--- src/rtl/ind_reg_pkg.sv ---
package ind_reg_pkg;
  localparam int MB_DW   = 32;
  localparam int RDY_BIT = 18;
  localparam int STS_LO  = 16;

  typedef enum logic [1:0] {
    MB_ADDR  = 2'd0,
    MB_WDATA = 2'd1,
    MB_CMD   = 2'd2,
    MB_STAT  = 2'd3
  } mb_sel_e;

  typedef enum logic [1:0] {
    ERR_NONE    = 2'd0,
    ERR_TIMEOUT = 2'd1,
    ERR_FAILED  = 2'd2,
    ERR_RESP    = 2'd3
  } err_e;

  typedef enum logic [2:0] {
    ST_IDLE, ST_ADDR, ST_WDATA, ST_CMD, ST_POLL
  } st_e;

  localparam logic [MB_DW-1:0] CMD_WRITE = 32'd1;
  localparam logic [MB_DW-1:0] CMD_READ  = 32'd2;

  // halve the target address and move it into the indirect window
  function automatic logic [MB_DW-1:0] conv_addr(input logic [MB_DW-1:0] a,
                                                 input logic [MB_DW-1:0] ofs);
    return (a >> 1) + ofs;
  endfunction

  // map the two-bit response status onto the result error code
  function automatic err_e sts_to_err(input logic [1:0] s);
    case (s)
      2'd1:    return ERR_NONE;
      2'd2:    return ERR_FAILED;
      2'd3:    return ERR_RESP;
      default: return ERR_TIMEOUT;
    endcase
  endfunction
endpackage

--- src/rtl/irs_addr_xlate.sv ---
module irs_addr_xlate
  import ind_reg_pkg::*;
#(
  parameter int               ADDR_W = 16,
  parameter logic [MB_DW-1:0] OFFSET = 32'h30000
) (
  input  logic [ADDR_W-1:0] addr,
  output logic [MB_DW-1:0]  mb_addr
);
  assign mb_addr = conv_addr(MB_DW'(addr), OFFSET);
endmodule

--- src/rtl/irs_status_decode.sv ---
module irs_status_decode
  import ind_reg_pkg::*;
(
  input  logic [MB_DW-1:0] word,
  output logic             ready,
  output logic [1:0]       err,
  output logic [15:0]      data
);
  err_e e;
  assign ready = word[RDY_BIT];
  assign e     = sts_to_err(word[STS_LO+1:STS_LO]);
  assign err   = e;
  assign data  = (e == ERR_NONE) ? word[15:0] : 16'hFFFF;
endmodule

--- src/rtl/irs_poll_counter.sv ---
module irs_poll_counter #(
  parameter int POLL_MAX = 32
) (
  input  logic clk,
  input  logic rst_n,
  input  logic clear,
  input  logic step,
  output logic last
);
  localparam int CW = $clog2(POLL_MAX + 1);
  logic [CW-1:0] cnt;

  always_ff @(posedge clk) begin
    if (!rst_n)     cnt <= '0;
    else if (clear) cnt <= '0;
    else if (step)  cnt <= cnt + 1'b1;
  end

  assign last = (cnt == CW'(POLL_MAX - 1));


  poll_bound_chk: assert property (@(posedge clk) disable iff (!rst_n)
    step |-> (cnt < CW'(POLL_MAX)));
endmodule

--- src/rtl/ind_reg_seq.sv ---
module ind_reg_seq
  import ind_reg_pkg::*;
#(
  parameter int               ADDR_W      = 16,
  parameter int               POLL_MAX    = 32,
  parameter logic [MB_DW-1:0] ADDR_OFFSET = 32'h30000
) (
  input  logic              clk,
  input  logic              rst_n,
  input  logic              req_valid,
  input  logic              req_write,
  input  logic [ADDR_W-1:0] req_addr,
  input  logic [15:0]       req_wdata,
  output logic              busy,
  output logic              done,
  output logic [15:0]       rsp_data,
  output logic [1:0]        rsp_err,
  output logic              mb_req,
  output logic              mb_we,
  output logic [1:0]        mb_sel,
  output logic [MB_DW-1:0]  mb_wdata,
  input  logic              mb_ack,
  input  logic [MB_DW-1:0]  mb_rdata
);
  st_e              st;
  logic             op_write;
  logic [MB_DW-1:0] op_addr;
  logic [15:0]      op_data;
  logic [MB_DW-1:0] xl_addr;
  logic             dec_ready;
  logic [1:0]       dec_err;
  logic [15:0]      dec_data;
  logic             poll_last;

  // named events
  logic accept, acc_fire, cmd_done, poll_hit, finish_wr, finish_rd;
  assign accept    = req_valid && (st == ST_IDLE);
  assign acc_fire  = mb_req && mb_ack;
  assign cmd_done  = (st == ST_CMD) && acc_fire;
  assign poll_hit  = (st == ST_POLL) && acc_fire;
  assign finish_wr = cmd_done && op_write;
  assign finish_rd = poll_hit && (dec_ready || poll_last);

  irs_addr_xlate #(.ADDR_W(ADDR_W), .OFFSET(ADDR_OFFSET)) u_xlate (
    .addr(req_addr), .mb_addr(xl_addr));

  irs_status_decode u_dec (
    .word(mb_rdata), .ready(dec_ready), .err(dec_err), .data(dec_data));

  irs_poll_counter #(.POLL_MAX(POLL_MAX)) u_poll (
    .clk(clk), .rst_n(rst_n), .clear(cmd_done), .step(poll_hit), .last(poll_last));

  always_ff @(posedge clk) begin
    if (!rst_n) begin
      st       <= ST_IDLE;
      op_write <= 1'b0;
      op_addr  <= '0;
      op_data  <= '0;
    end else begin
      case (st)
        ST_IDLE: if (accept) begin
          st       <= ST_ADDR;
          op_write <= req_write;
          op_addr  <= xl_addr;
          op_data  <= req_wdata;
        end
        ST_ADDR:  if (acc_fire) st <= op_write ? ST_WDATA : ST_CMD;
        ST_WDATA: if (acc_fire) st <= ST_CMD;
        ST_CMD:   if (acc_fire) st <= op_write ? ST_IDLE : ST_POLL;
        ST_POLL:  if (finish_rd) st <= ST_IDLE;
        default:  st <= ST_IDLE;
      endcase
    end
  end

  always_ff @(posedge clk) begin
    if (!rst_n) begin
      done     <= 1'b0;
      rsp_data <= '0;
      rsp_err  <= ERR_NONE;
    end else begin
      done <= finish_wr || finish_rd;
      if (finish_wr) begin
        rsp_data <= 16'h0000;
        rsp_err  <= ERR_NONE;
      end else if (finish_rd) begin
        rsp_data <= dec_ready ? dec_data : 16'hFFFF;
        rsp_err  <= dec_ready ? dec_err  : ERR_TIMEOUT;
      end
    end
  end

  assign busy   = (st != ST_IDLE);
  assign mb_req = (st != ST_IDLE);
  assign mb_we  = (st != ST_POLL);

  always_comb begin
    mb_sel   = MB_ADDR;
    mb_wdata = '0;
    case (st)
      ST_ADDR:  begin mb_sel = MB_ADDR;  mb_wdata = op_addr; end
      ST_WDATA: begin mb_sel = MB_WDATA; mb_wdata = {16'h0000, op_data}; end
      ST_CMD:   begin mb_sel = MB_CMD;   mb_wdata = op_write ? CMD_WRITE : CMD_READ; end
      ST_POLL:  begin mb_sel = MB_STAT;  mb_wdata = '0; end
      default:  ;
    endcase
  end


  mb_hold_chk: assert property (@(posedge clk) disable iff (!rst_n)
    (mb_req && !mb_ack) |=> (mb_req && $stable(mb_sel) && $stable(mb_we) && $stable(mb_wdata)));

  done_pulse_chk: assert property (@(posedge clk) disable iff (!rst_n)
    done |=> !done);

  done_idle_chk: assert property (@(posedge clk) disable iff (!rst_n)
    done |-> !busy);

  err_ffff_chk: assert property (@(posedge clk) disable iff (!rst_n)
    (done && rsp_err != 2'd0) |-> (rsp_data == 16'hFFFF));

  wr_no_poll_chk: assert property (@(posedge clk) disable iff (!rst_n)
    (busy && op_write) |-> (mb_sel != MB_STAT));

  busy_rise_chk: assert property (@(posedge clk) disable iff (!rst_n)
    $rose(busy) |-> $past(req_valid));
endmodule

--- config.mk ---
export PLATFORM = sky130hd
export DESIGN_NAME = ind_reg_seq
export DESIGN_NICKNAME = d
export VERILOG_FILES = /design/src/rtl/ind_reg_pkg.sv /design/src/rtl/irs_addr_xlate.sv /design/src/rtl/irs_status_decode.sv /design/src/rtl/irs_poll_counter.sv /design/src/rtl/ind_reg_seq.sv
export SDC_FILE = /design/constraint.sdc
export NUM_CORES = 1
export LEC_CHECK = 0
export BUFFER_PORTS_ARGS = -buffer_cell sky130_fd_sc_hd__buf_4
export CAP_MARGIN = 20
export CORE_AREA = 8 8 71 120
export CTS_CLUSTER_DIAMETER = 120
export CTS_CLUSTER_SIZE = 8
export DETAILED_ROUTE_END_ITERATION = 12
export DIE_AREA = 0 0 79 128
export GPL_TIMING_DRIVEN = 0
export MAX_ROUTING_LAYER = met4
export PLACE_DENSITY_LB_ADDON = 0.15
export RECOVER_POWER = 100
export SLEW_MARGIN = 5
export SYNTH_ARGS = -nofsm -noshare
export SYNTH_HDL_FRONTEND = slang
export SYNTH_HIERARCHICAL = 1
export SYNTH_SLANG_ARGS = --single-unit
--- constraint.sdc ---
create_clock -name clk -period 3.1 [get_ports clk]
set_clock_uncertainty 0.1 [all_clocks]
set_input_delay 0.62 -clock clk [delete_from_list [all_inputs] [get_ports clk]]
set_output_delay 0.62 -clock clk [all_outputs]
set_load 0.1 [all_outputs]
# [After elaboration in Yosys (flattened, before gate mapping)]
# Cells that the tools add are included.
[op_classes] n_addsub=2 eq_ne=14 muxes=15 bitwise=1 reduce_logical=15
[op_table] op="32-bit one-hot mux with 3 select lines" count=1
[op_table] op="16-bit 2-to-1 mux" count=2
[op_table] op="15-bit by 18-bit adder with 19-bit output, second input constant" count=1
[op_table] op="3-bit 2-to-1 mux" count=6
[op_table] op="3-bit one-hot mux with 5 select lines" count=1
[op_table] op="2-bit one-hot mux with 3 select lines" count=2
[op_table] op="2-bit != test, second input constant" count=5
[op_table] op="6-bit by 1-bit adder with 6-bit output, second input constant" count=1
[op_table] op="3-bit by 2-bit == test with 1-bit output, second input constant" count=2
[op_table] op="6-bit by 5-bit == test with 1-bit output, second input constant" count=1
[op_table] op="1-bit logical AND" count=6
[op_table] op="5-bit AND reduction" count=1
[op_table] op="2-bit == test, second input constant" count=2
[op_table] op="2-bit 2-to-1 mux" count=2
[op_table] op="2-bit OR reduction" count=2
[op_table] op="3-bit by 1-bit == test with 1-bit output, second input constant" count=1
[op_table] op="3-bit == test, second input constant" count=1
[op_table] op="3-bit zero test" count=1
[op_table] op="3-bit != test, second input constant" count=1
[op_table] op="3-bit nonzero test" count=1
[op_table] op="2-bit by 1-bit == test with 1-bit output, second input constant" count=1
[op_table] op="2-bit zero test" count=1
[op_table] op="1-bit logical OR" count=2
[op_table] op="2-bit AND reduction" count=1
[op_table] op="2 further kinds" count=2
[word_totals] reg_bits=77 input_bits=69 elab_cells=55

# [Longest topological paths before layout]
# Gate-level depths: netlist of run 1.
[depth] depth_word=6 depth_mapped=7 mapped_depth_nobuf=6

# [Cells and area by module]
# The synthesis of run 1 kept the hierarchy.
[by_module_without_submodules] module="ind_reg_seq" n_inst=1 cells_per_inst=335 area_per_inst_um2=2992.9
[by_module_without_submodules] module="irs_poll_counter" n_inst=1 cells_per_inst=27 area_per_inst_um2=255.2
[by_module_without_submodules] module="irs_addr_xlate" n_inst=1 cells_per_inst=34 area_per_inst_um2=247.7
[by_module_without_submodules] module="irs_status_decode" n_inst=1 cells_per_inst=24 area_per_inst_um2=170.2

# [Worst setup path before layout of run 1]
# OpenSTA, ideal clock, no wires.
[synth_timing] path_kind="register to output" startpoint="register st[0]" endpoint="output mb_sel[1]" arrival_ns=2.834 required_ns=2.380 path_slack_ns=-0.454 stages_incl_launch_ff=4 path_cell_list="dfxtp_1 clkbuf_1 nand2_1 o21ai_0"
[synth_via] elab_chain_len=2
[synth_lines] item="start: declaration" line="ind_reg_seq.sv:25" text="st_e st;"
[synth_lines] item="start signal: assignment" line="ind_reg_seq.sv:67" text="ST_ADDR: if (acc_fire) st <= op_write ? ST_WDATA : ST_CMD;"
[synth_lines] item="start signal: assignment" line="ind_reg_seq.sv:69" text="ST_CMD: if (acc_fire) st <= op_write ? ST_IDLE : ST_POLL;"
[synth_lines] item="3-bit == test / 3-bit by 2-bit == test with 1-bit output (equally long branches)" line="ind_reg_seq.sv:100" text="case (st)"
[synth_lines] item="2-bit one-hot mux with 3 select lines (*)" line="ind_reg_seq.sv:100"
[synth_lines] item="end: declaration" line="ind_reg_seq.sv:20" text="output logic [1:0] mb_sel,"
# Mark *: on every way between the ends. The rest lies on a longest branch, timed or not.

# [Worst setup path after layout of run 1]
[layout_timing] startpoint="register st[1]" endpoint="output mb_wdata[12]"
[layout_via] elab_chain_len=2
[layout_lines] item="3-bit by 2-bit == test with 1-bit output / 3-bit by 1-bit == test with 1-bit output (equally long branches)" line="ind_reg_seq.sv:100"
[layout_lines] item="32-bit one-hot mux with 3 select lines (*)" line="ind_reg_seq.sv:100"
[layout_lines] item="end: declaration" line="ind_reg_seq.sv:21" text="output logic [MB_DW-1:0] mb_wdata,"
# Marks and branches as above.

==> results by group, run 1 <==
Setup path
  – Cells on worst reg2reg path: 6
  – Critical path capture point type: primary output
  – Worst-path fanout max: 10
  – WP data arrival: 2.22 ns
  – Critical Path RT: 2.38 ns
  – CP Class: reg2out
  – Crit start category: flip-flop

Clock network
  – H-tree Lvls: 3
  – Postcts setup bufs: 0
  – Buffer levels on the longest clock path: 2
  – Cts bufs inserted: 9
  – CTS sink count: 77
  – CTS clk-pin slew, worst paths: 0.06 ns
  – CTS tree: done
  – Worst-Skew Late Latency: 0.33 ns
  – CTS root buf: clkbuf_16

Synth
  – Leading cell types by count after synthesis: nand2_1, dfxtp_1, a21boi_0
  – Synth Area in Compound Gates: 21.2%
  – Post-Synthesis Cells: 420
  – Synth warn: 6
  – Sequential share of the synthesized area: 42.0%
  – Top-count cell post-synth: nand2_1
  – Synth area leaders: dfxtp_1, nand2_1, a21boi_0, buf_4, o221a_2
  – #FFs+latches synth: 77
  – Synth async-reset ratio: 0%
  – Post-synth EDFFs: 0
  – Avg Inst Size Synth: 8.73 um2
  – Post-synthesis simple-gate area fraction: 22.8%
  – Synth unique cells: 43
  – Largest family of logic cells by synthesized area: simple AND/OR/NAND/NOR gates
  – Mapped cell area: 3670 um2
  – Synth Area in XOR/XNOR: 1.19%
  – Mux contribution to synthesized area: 0.580%
  – Post-synth top area cell: dfxtp_1
  – Adder-Cell Fraction of Synth Area: 1.37%
  – Synth Flop Type: dfxtp_1
  – Post-synth top area share: 42.0%

Timing
  – Final setup violation count: 0
  – Final Hold Vio Count: 0
  – Rel. slew slack: 20.7%
  – Setup_tns: 0 ns
  – RSZ-0062 raised after global routing: false
  – Period utilization: 94.8%
  – Tmin final: 2.94 ns
  – Slew Limit Fails: 0
  – Slew of the pin with the lowest slew margin: 1.20 ns
  – Fmax: 340 MHz

Final layout
  – Layout fillers: 632
  – Non-Filler Instances: 631
  – Ratio of cells with drive above 1 in the final layout: 27.9%
  – Post-layout nets: 613
  – ANT cells: 0
  – Area grow syn2layout: 29.3%

Die
  – Die ar.: 10100 um2
  – Num rows: 41
  – # IOs: 125
  – Height of the die: 128 um
  – Initial core utilization: 52.5%
  – Core area: 6980 um2
  – Die Wd: 79 um

Worst hold path
  – Worst Hold Class: reg2reg
  – Hold Path Cell Cnt: 2

Place
  – Port bufs: 94
  – Placed cell count: 615
  – Gpl congestion: 0.813
  – Hpwl dp: 7320 um

Power
  – Switching pwr: 0.000884 W
  – Seq pwr share: 38.8%
  – Leakage: 2.04 nW
  – Clock share of power: 38.3%
  – Power Internal: 0.00193 W
  – Pwr dens: 594 nW/um2
  – Switching Share: 31.4%
  – Combinational power share: 22.9%
  – Peak VDD IR: 0.000419 V

Detailed routing
  – Initial DRC count: 115
  – DR pass1 iterations: 4
  – WL met3: 460 um
  – WL/cell: 15.3 um
  – Metal2 WL: 5080 um
  – Top Metal Used: met4
  – DRC violations left: 0
  – Detailed Route WL: 9660 um
  – Via count: 3194
  – Met1 wire length: 3930 um
  – Antenna Nets Post-Route: 0
  – Vias/cell: 5.06

Global route
  – Vias in the first global route: 3335
  – Total gr overflow: 0
  – Global-route wire length before repair: 15400 um
  – Largest net degree at the start of global routing: 13
  – GRT Overall Usage: 19.6%
  – Initial antenna violation count: 0

Job
  – Max-Cap Viols: 0

Run status
  – Status: complete, no violations
[path summary, 6_finish.rpt]
path                                 start                       end  slack (ns)
hold / removal    op_addr[18]$_SDFFE_PN0P_  op_addr[18]$_SDFFE_PN0P_        0.36
hold reg to reg   op_addr[18]$_SDFFE_PN0P_  op_addr[18]$_SDFFE_PN0P_        0.36
setup / recovery        st[1]$_SDFFE_PN0P_              mb_wdata[12]        0.16
setup reg to reg        st[2]$_SDFFE_PN0P_  op_data[12]$_SDFFE_PN0P_        0.53
[per-stage QoR]
step	worst slack [ns]	utilization (%)	hold WS (ns)	instance area, um2	power (W)
6_report	0.160	67.9	0.357	4740	0.00282
4_1_cts	0.142	69.6	0.363	4860	0.00285
3_3_place_gp	0.264	65.1	0.345	4540	0.00176
2_1_floorplan	0.187	-	0.335	3730	0.00160
5_1_grt	0.0228	67.9	0.380	4740	0.00293
3_5_place_dp	0.218	65.1	0.355	4540	0.00177
[critical path, cell delays in order, from the launching register on]
cell      delay (ns)
dfxtp_1         0.39
buf_2           0.24
nor3b_2         0.43
clkbuf_2        0.33
a22o_1          0.19
buf_4           0.30
[what timing repair did]
item / CTS / global route
gates resized for setup: 1 / 0
hold buffers: 0 / 0
hold endpoints to repair: 0 / 0
setup endpoints to repair: 10 / 0
[kinds of logic after synthesis]
group / Yosys count
and+or+nand+nor: 171
DFF: 77
other: 2
muxes: 2
AOI/OAI and AO/OA: 94
adders and majority gates: 4
xor gates and xnor gates: 5
buffers and inverters: 65
[cell type report]
class | instances | area (um2) | area share (%)
clock buffers | 13 | 270 | 5.70
well taps | 86 | 108 | 2.27
multi-input cells | 293 | 1770 | 37.4
plain buffers | 62 | 375 | 7.92
repair buffers | 94 | 619 | 13.1
inverters | 3 | 11.3 | 0.238
flip-flops and latches | 77 | 1540 | 32.5
clock inverters | 3 | 42.5 | 0.898
[layer usage]
metal	track usage, %	vias up
met1	19.4	1476
met2	35.1	99
met5	-	-
met4	8.23	0
li1	-	1607
met3	5.13	12
[registers in the layout (all words and copies together) (netlist names)]
register / count
done: 1
op_addr: 32
op_data: 16
op_write: 1
rsp_data: 16
rsp_err: 2
st: 3
u_poll/cnt: 6
[placed cells by master (no fill, tap or decap), drive strengths merged, types with 2 or more instances in the layout]
cell type / n
nand2: 105
buf: 90
clkbuf: 79
dfxtp: 77
a21boi: 52
and2: 17
o221a: 17
conb: 17
nand2b: 15
a22o: 14
nor2: 9
or2b: 5
nor2b: 4
xor2: 4
ha: 4
inv: 3
nand4: 3
o21ai: 3
or3: 2
o21bai: 2
nor3b: 2
a21oi: 2
[power by group through the flow]
stage          Clock (W)  Combinational [W]  Sequential [W]
3_3_place_gp           0           0.000650         0.00111
3_5_place_dp           0           0.000656         0.00111
4_1_cts          0.00109           0.000659         0.00109
5_1_grt          0.00114           0.000694         0.00110
6_report         0.00108           0.000645         0.00109
2_1_floorplan          0           0.000489         0.00111
Power figures use the tool's default switching activity.
==> run 2, diff against run 1 <==
Clock period 3.1 ns to 3.5 ns, I/O delays scaled along.
==> results by group, run 2 (synthesis results as in run 1) <==
Power
  – Switching pwr: 0.000769 W (was 0.000884 W)
  – Pwr dens: 523 nW/um2 (was 594 nW/um2)
  – Power Internal: 0.00166 W (was 0.00193 W)
  – Peak VDD IR: 0.000409 V (was 0.000419 V)
  – Leakage: 1.99 nW (was 2.04 nW)
  – Clock share of power: 37.1% (was 38.3%)
  – Switching Share: 31.7% (was 31.4%)
  – Seq pwr share: 39.8% (was 38.8%)
  – Combinational power share: 23.0% (was 22.9%)

Clock network
  – CTS sink count: 77 (unchanged)
  – Cts bufs inserted: 9 (unchanged)
  – Cts hold-fix bufs: 0 (unchanged)
  – Worst-Skew Late Latency: 0.33 ns (about the same)
  – Postcts setup bufs: 0 (unchanged)
  – H-tree Lvls: 3 (unchanged)
  – Buffer levels on the longest clock path: 2 (unchanged)
  – CTS clk-pin slew, worst paths: 0.05 ns (was 0.06 ns)
  – Post-cts gate resize count: 0 (was 1)
  – CTS tree: done (unchanged)
  – CTS root buf: clkbuf_16 (unchanged)

Place
  – Dpl cell area: 4540 um2 (about the same)
  – Gpl congestion: 0.836 (was 0.813)
  – Pre-CTS setup slack: 0.593 ns (was 0.218 ns)
  – Hpwl dp: 7470 um (was 7320 um)
  – Placed cell count: 615 (unchanged)
  – Port bufs: 94 (unchanged)

Final layout
  – Max FFs per register: 32 (unchanged)
  – Most frequent cells in the layout: nand2_1, dfxtp_1, buf_4 (was nand2_1, buf_4, dfxtp_1)
  – ANT cells: 0 (unchanged)
  – Ratio of cells with drive above 1 in the final layout: 26.3% (was 27.9%)
  – Largest regs: op_addr (32), op_data (16), rsp_data (16) (unchanged)
  – Non-Filler Instances: 630 (was 631)
  – Area grow syn2layout: 26.8% (was 29.3%)
  – Commonest non-fill, non-tap cell in the layout: nand2_1 (unchanged)
  – Largest Register: op_addr (unchanged)
  – Cell area after layout: 4650 um2 (was 4740 um2)
  – Post-layout nets: 613 (unchanged)

Detailed routing
  – DRC violations left: 0 (unchanged)
  – Detailed Route WL: 9470 um (was 9660 um)
  – Vias/cell: 4.99 (was 5.06)
  – DR pass1 iterations: 4 (unchanged)
  – Initial DRC count: 157 (was 115)
  – Antenna Nets Post-Route: 0 (unchanged)
  – Via count: 3145 (was 3194)
  – WL/cell: 15.0 um (was 15.3 um)

Timing
  – Slew Limit Fails: 0 (unchanged)
  – Hold WS: 0.356 ns (was 0.357 ns)
  – Setup_tns: 0 ns (unchanged)
  – Tmin final: 3.33 ns
  – Final setup violation count: 0 (unchanged)
  – Slew of the pin with the lowest slew margin: 1.20 ns (about the same)
  – Rel. slew slack: 20.1% (was 20.7%)
  – Period utilization: 95.2%
  – Fmax: 300 MHz
  – RSZ-0062 raised after global routing: false (unchanged)
  – Final Hold Vio Count: 0 (unchanged)
  – PnR worst setup slack: 0.167 ns (was 0.160 ns)

Die
  – Die ar.: 10100 um2 (unchanged)
  – Die Wd: 79 um (unchanged)
  – Initial core utilization: 52.5% (unchanged)
  – Height of the die: 128 um (unchanged)
  – # IOs: 125 (unchanged)
  – Core area: 6980 um2 (unchanged)
  – Num rows: 41 (unchanged)

Global route
  – Global-route wire length before repair: 15300 um (was 15400 um)
  – Initial antenna violation count: 0 (unchanged)
  – Vias in the first global route: 3259 (was 3335)
  – Largest net degree at the start of global routing: 13 (unchanged)
  – GRT Overall Usage: 19.6% (about the same)
  – Total gr overflow: 0 (unchanged)

Setup path
  – Critical path capture point type: primary output (unchanged)
  – WP data arrival: 2.53 ns (was 2.22 ns)
  – Crit start category: flip-flop (unchanged)
  – CP peak stage delay: 0.66 ns (was 0.43 ns)
  – Slowest-stage cell, CP: nor3b_1 (was nor3b_2)
  – Worst-path fanout max: 10 (unchanged)
  – CP Class: reg2out (unchanged)
  – Critical Path RT: 2.70 ns (was 2.38 ns)
  – Worst-path cell chain: buf_2 -> nor3b_1 -> clkbuf_2 -> a22o_1 -> clkbuf_4 (was buf_2 -> nor3b_2 -> clkbuf_2 -> a22o_1 -> buf_4)

Job
  – Max-Cap Viols: 0 (unchanged)

Worst hold path
  – Worst Hold Class: reg2reg (unchanged)

Run status
  – Status: complete, no violations (unchanged)
-- run 2: changes by cell type in the layout (fill, tap and decap cells not counted), sizes merged --
cell and delta:
clkbuf +11, buf -13, clkinv +2, clkinvlp -1
-- run 2: through the flow --
| stage | utilization, % | total power [W] |
|---|---|---|
| after floorplan | - | 0.00141 |
| after global placement | 65.0 | 0.00156 |
| after detailed placement | 65.0 | 0.00157 |
| after CTS | 69.2 | 0.00247 |
| after global routing | 66.6 | 0.00254 |
| final | 66.6 | 0.00243 |
-- run 2: critical path: cells and delay by family, from the launching register on --
kind / cells / cell delay (ns)
buffers and inverters: 3 / 0.95
and+or+nand+nor: 1 / 0.66
DFF: 1 / 0.40
AOI/OAI and AO/OA: 1 / 0.20
-- run 2: area by class of cell --
type                            count  area (um2)
Multi-Input combinational cell    293        1760
Tap cell                           86         108
Inverter                            3        11.3
Fill cell                         677        2330
Buffer                             62         374
Sequential cell                    77        1540
Clock buffer                       11         243
Timing Repair Buffer               94         558
Clock inverter                      4        48.8
-- run 2: per-layer routing --
metal	vias to the layer above	global-route usage [%]	wire length (um)	part of all wire, %
met3	10	4.92	404	4.3
met5	-	-	0	0
met2	83	35.9	5090	54
li1	1603	-	-	-
met1	1449	19.0	3820	40
met4	0	7.24	155	1.6
-- run 2: path summary, 6_finish.rpt --
kind	start	endpoint	slack, ns	depth (start not counted)
hold reg to reg	op_addr[18]$_SDFFE_PN0P_	op_addr[18]$_SDFFE_PN0P_	0.36	2
setup / recovery	st[1]$_SDFFE_PN0P_	mb_wdata[5]	0.17	5
setup reg to reg	st[2]$_SDFFE_PN0P_	op_data[7]$_SDFFE_PN0P_	0.92	6
hold / removal	op_addr[18]$_SDFFE_PN0P_	op_addr[18]$_SDFFE_PN0P_	0.36	2
-- run 2: power by group through the flow --
stage | registers (W) | clock network [W] | logic, W
floorplan | 0.000981 | 0 | 0.000433
global placement | 0.000984 | 0 | 0.000573
detailed placement | 0.000986 | 0 | 0.000582
CTS | 0.000968 | 0.000920 | 0.000584
global route | 0.000973 | 0.000963 | 0.000604
finish | 0.000967 | 0.000902 | 0.000559
==> run 3, diff against run 2 <==
Settings changed: CORE_AREA 8 8 71 120 to 8 8 74 124, DIE_AREA 0 0 79 128 to 0 0 82 132.
Clock period 3.5 ns to 3.72 ns, I/O delays scaled along.
==> results by group, run 3 (synthesis results as in run 1) <==
Place
  – Port bufs: 94 (unchanged)
  – Pre-CTS setup slack: 0.677 ns (was 0.593 ns)
  – Gpl congestion: 0.813 (was 0.836)
  – Hpwl dp: 7290 um (was 7470 um)
  – Dpl cell area: 4540 um2 (about the same)

Setup path
  – Reg-to-Reg Start: st[2]$_SDFFE_PN0P_ (unchanged)
  – Reg2Reg Setup Slack: 1.08 ns (was 0.92 ns)
  – CP Class: reg2out (unchanged)
  – WP data arrival: 2.59 ns (was 2.53 ns)
  – Reg2reg end: rsp_data[5]$_SDFFE_PP0P_ (was op_data[7]$_SDFFE_PN0P_)
  – Critical Path RT: 2.88 ns (was 2.70 ns)
  – Critical path capture point type: primary output (unchanged)
  – Worst-path fanout max: 10 (unchanged)
  – Cells on worst reg2reg path: 5 (was 6)
  – Crit start category: flip-flop (unchanged)

Run status
  – Status: complete, no violations (unchanged)

Power
  – Leakage: 1.98 nW (was 1.99 nW)
  – Peak VDD IR: 0.000292 V (was 0.000409 V)
  – PnR Total Power: 0.00224 W (was 0.00243 W)
  – Pwr dens: 483 nW/um2 (was 523 nW/um2)

Clock network
  – Cts bufs inserted: 9 (unchanged)
  – CTS clk-pin slew, worst paths: 0.05 ns (about the same)
  – H-tree Lvls: 3 (unchanged)
  – CTS tree: done (unchanged)
  – Buffer levels on the longest clock path: 2 (unchanged)
  – Cts hold-fix bufs: 0 (unchanged)
  – Worst-Skew Late Latency: 0.33 ns (about the same)
  – CTS sink count: 77 (unchanged)
  – CTS root buf: clkbuf_16 (unchanged)
  – Post-cts gate resize count: 0 (unchanged)
  – Postcts setup bufs: 0 (unchanged)

Die
  – # IOs: 125 (unchanged)
  – Core area: 7460 um2 (was 6980 um2)
  – Num rows: 42 (was 41)
  – Initial core utilization: 49.1% (was 52.5%)
  – Height of the die: 132 um (was 128 um)
  – Die Wd: 82 um (was 79 um)
  – Die ar.: 10800 um2 (was 10100 um2)

Global route
  – Global-route wire length before repair: 15600 um (was 15300 um)
  – Largest net degree at the start of global routing: 12 (was 13)
  – Total gr overflow: 0 (unchanged)
  – Vias in the first global route: 3248 (was 3259)
  – Initial antenna violation count: 0 (unchanged)
  – GRT Overall Usage: 18.7% (was 19.6%)

Timing
  – Setup_tns: 0 ns (unchanged)
  – Slew Limit Fails: 0 (unchanged)
  – Rel. slew slack: 20.8% (was 20.1%)
  – Final Hold Vio Count: 0 (unchanged)
  – Fmax: 291 MHz
  – Final setup violation count: 0 (unchanged)
  – RSZ-0062 raised after global routing: false (unchanged)
  – PnR worst setup slack: 0.287 ns (was 0.167 ns)
  – Period utilization: 92.3%
  – Slew of the pin with the lowest slew margin: 1.19 ns (was 1.20 ns)
  – Tmin final: 3.43 ns

Detailed routing
  – WL/cell: 14.9 um (was 15.0 um)
  – DR pass1 iterations: 4 (unchanged)
  – Via count: 3108 (was 3145)
  – Detailed Route WL: 9430 um (was 9470 um)
  – DRC violations left: 0 (unchanged)
  – Vias/cell: 4.91 (was 4.99)
  – Antenna Nets Post-Route: 0 (unchanged)
  – Initial DRC count: 102 (was 157)

Final layout
  – Ratio of cells with drive above 1 in the final layout: 25.7% (was 26.3%)
  – Layout fillers: 724 (was 677)
  – Largest Register: op_addr (unchanged)
  – Largest regs: op_addr (32), op_data (16), rsp_data (16) (unchanged)
  – Max FFs per register: 32 (unchanged)
  – Post-layout nets: 613 (unchanged)
  – Commonest non-fill, non-tap cell in the layout: nand2_1 (unchanged)
  – Area grow syn2layout: 26.3% (was 26.8%)
  – Finished Core Util: 62.0% (was 66.6%)
  – ANT cells: 0 (unchanged)
  – Most frequent cells in the layout: nand2_1, buf_4, dfxtp_1 (was nand2_1, dfxtp_1, buf_4)
  – Cell area after layout: 4630 um2 (was 4650 um2)

Worst hold path
  – Worst Hold Class: reg2reg (unchanged)
  – WHS Endpoint: op_addr[31]$_SDFFE_PN0P_ (was op_addr[18]$_SDFFE_PN0P_)
  – Hold Path Cell Cnt: 2 (unchanged)
  – Worst Hold Launch: op_addr[31]$_SDFFE_PN0P_ (was op_addr[18]$_SDFFE_PN0P_)

Job
  – Max-Cap Viols: 0 (unchanged)
## run 3: power by group
part | switching (W) | internal (W)
clock | 0.000313 | 0.000488
sequential | 0.0000296 | 0.000878
combinational | 0.000377 | 0.000151
total | 0.000720 | 0.00152
## run 3: metrics by stage
step,std cells,hold slack [ns]
floorplan,435,0.335
global placement,617,0.345
detailed placement,617,0.349
CTS,633,0.357
global route,633,0.379
finish,633,0.355
## run 3: final cells by class
| class | count | area [um2] | share of cell area (%) |
|---|---|---|---|
| multi-input combinational | 293 | 1760 | 38.1 |
| sequential | 77 | 1540 | 33.3 |
| timing repair buffer | 94 | 557 | 12.0 |
| buffer | 62 | 374 | 8.08 |
| clock buffer | 15 | 268 | 5.78 |
| tap | 88 | 110 | 2.38 |
| inverter | 3 | 11.3 | 0.243 |
| clock inverter | 1 | 5.00 | 0.108 |
## run 3: worst max-delay path: stages (launching register included)
cell and delay (ns):
dfxtp_1 0.39, buf_2 0.23, nor3b_1 0.73, clkbuf_2 0.39, a22o_1 0.19, clkbuf_4 0.33
## run 3: metal layers
metal / vias up / share of wire, % / GRT usage [%]
met5: - / 0 / -
met4: 0 / 2.2 / 8.64
met3: 15 / 5.8 / 3.07
met2: 85 / 52 / 32.0
met1: 1409 / 40 / 19.8
li1: 1599 / - / -
## run 3: how the worst max path moves through the flow
stage	slack (ns)	cells after the start	from	endpoint
after floorplan	0.04	3	st[0]$_SDFFE_PN0P_	mb_sel[1]
after global placement	0.69	5	st[1]$_SDFFE_PN0P_	mb_wdata[15]
after detailed placement	0.68	5	st[1]$_SDFFE_PN0P_	mb_wdata[15]
after CTS	0.31	5	st[1]$_SDFFE_PN0P_	mb_wdata[15]
after global routing	0.15	5	st[1]$_SDFFE_PN0P_	mb_wdata[15]
final	0.29	5	st[1]$_SDFFE_PN0P_	mb_wdata[15]
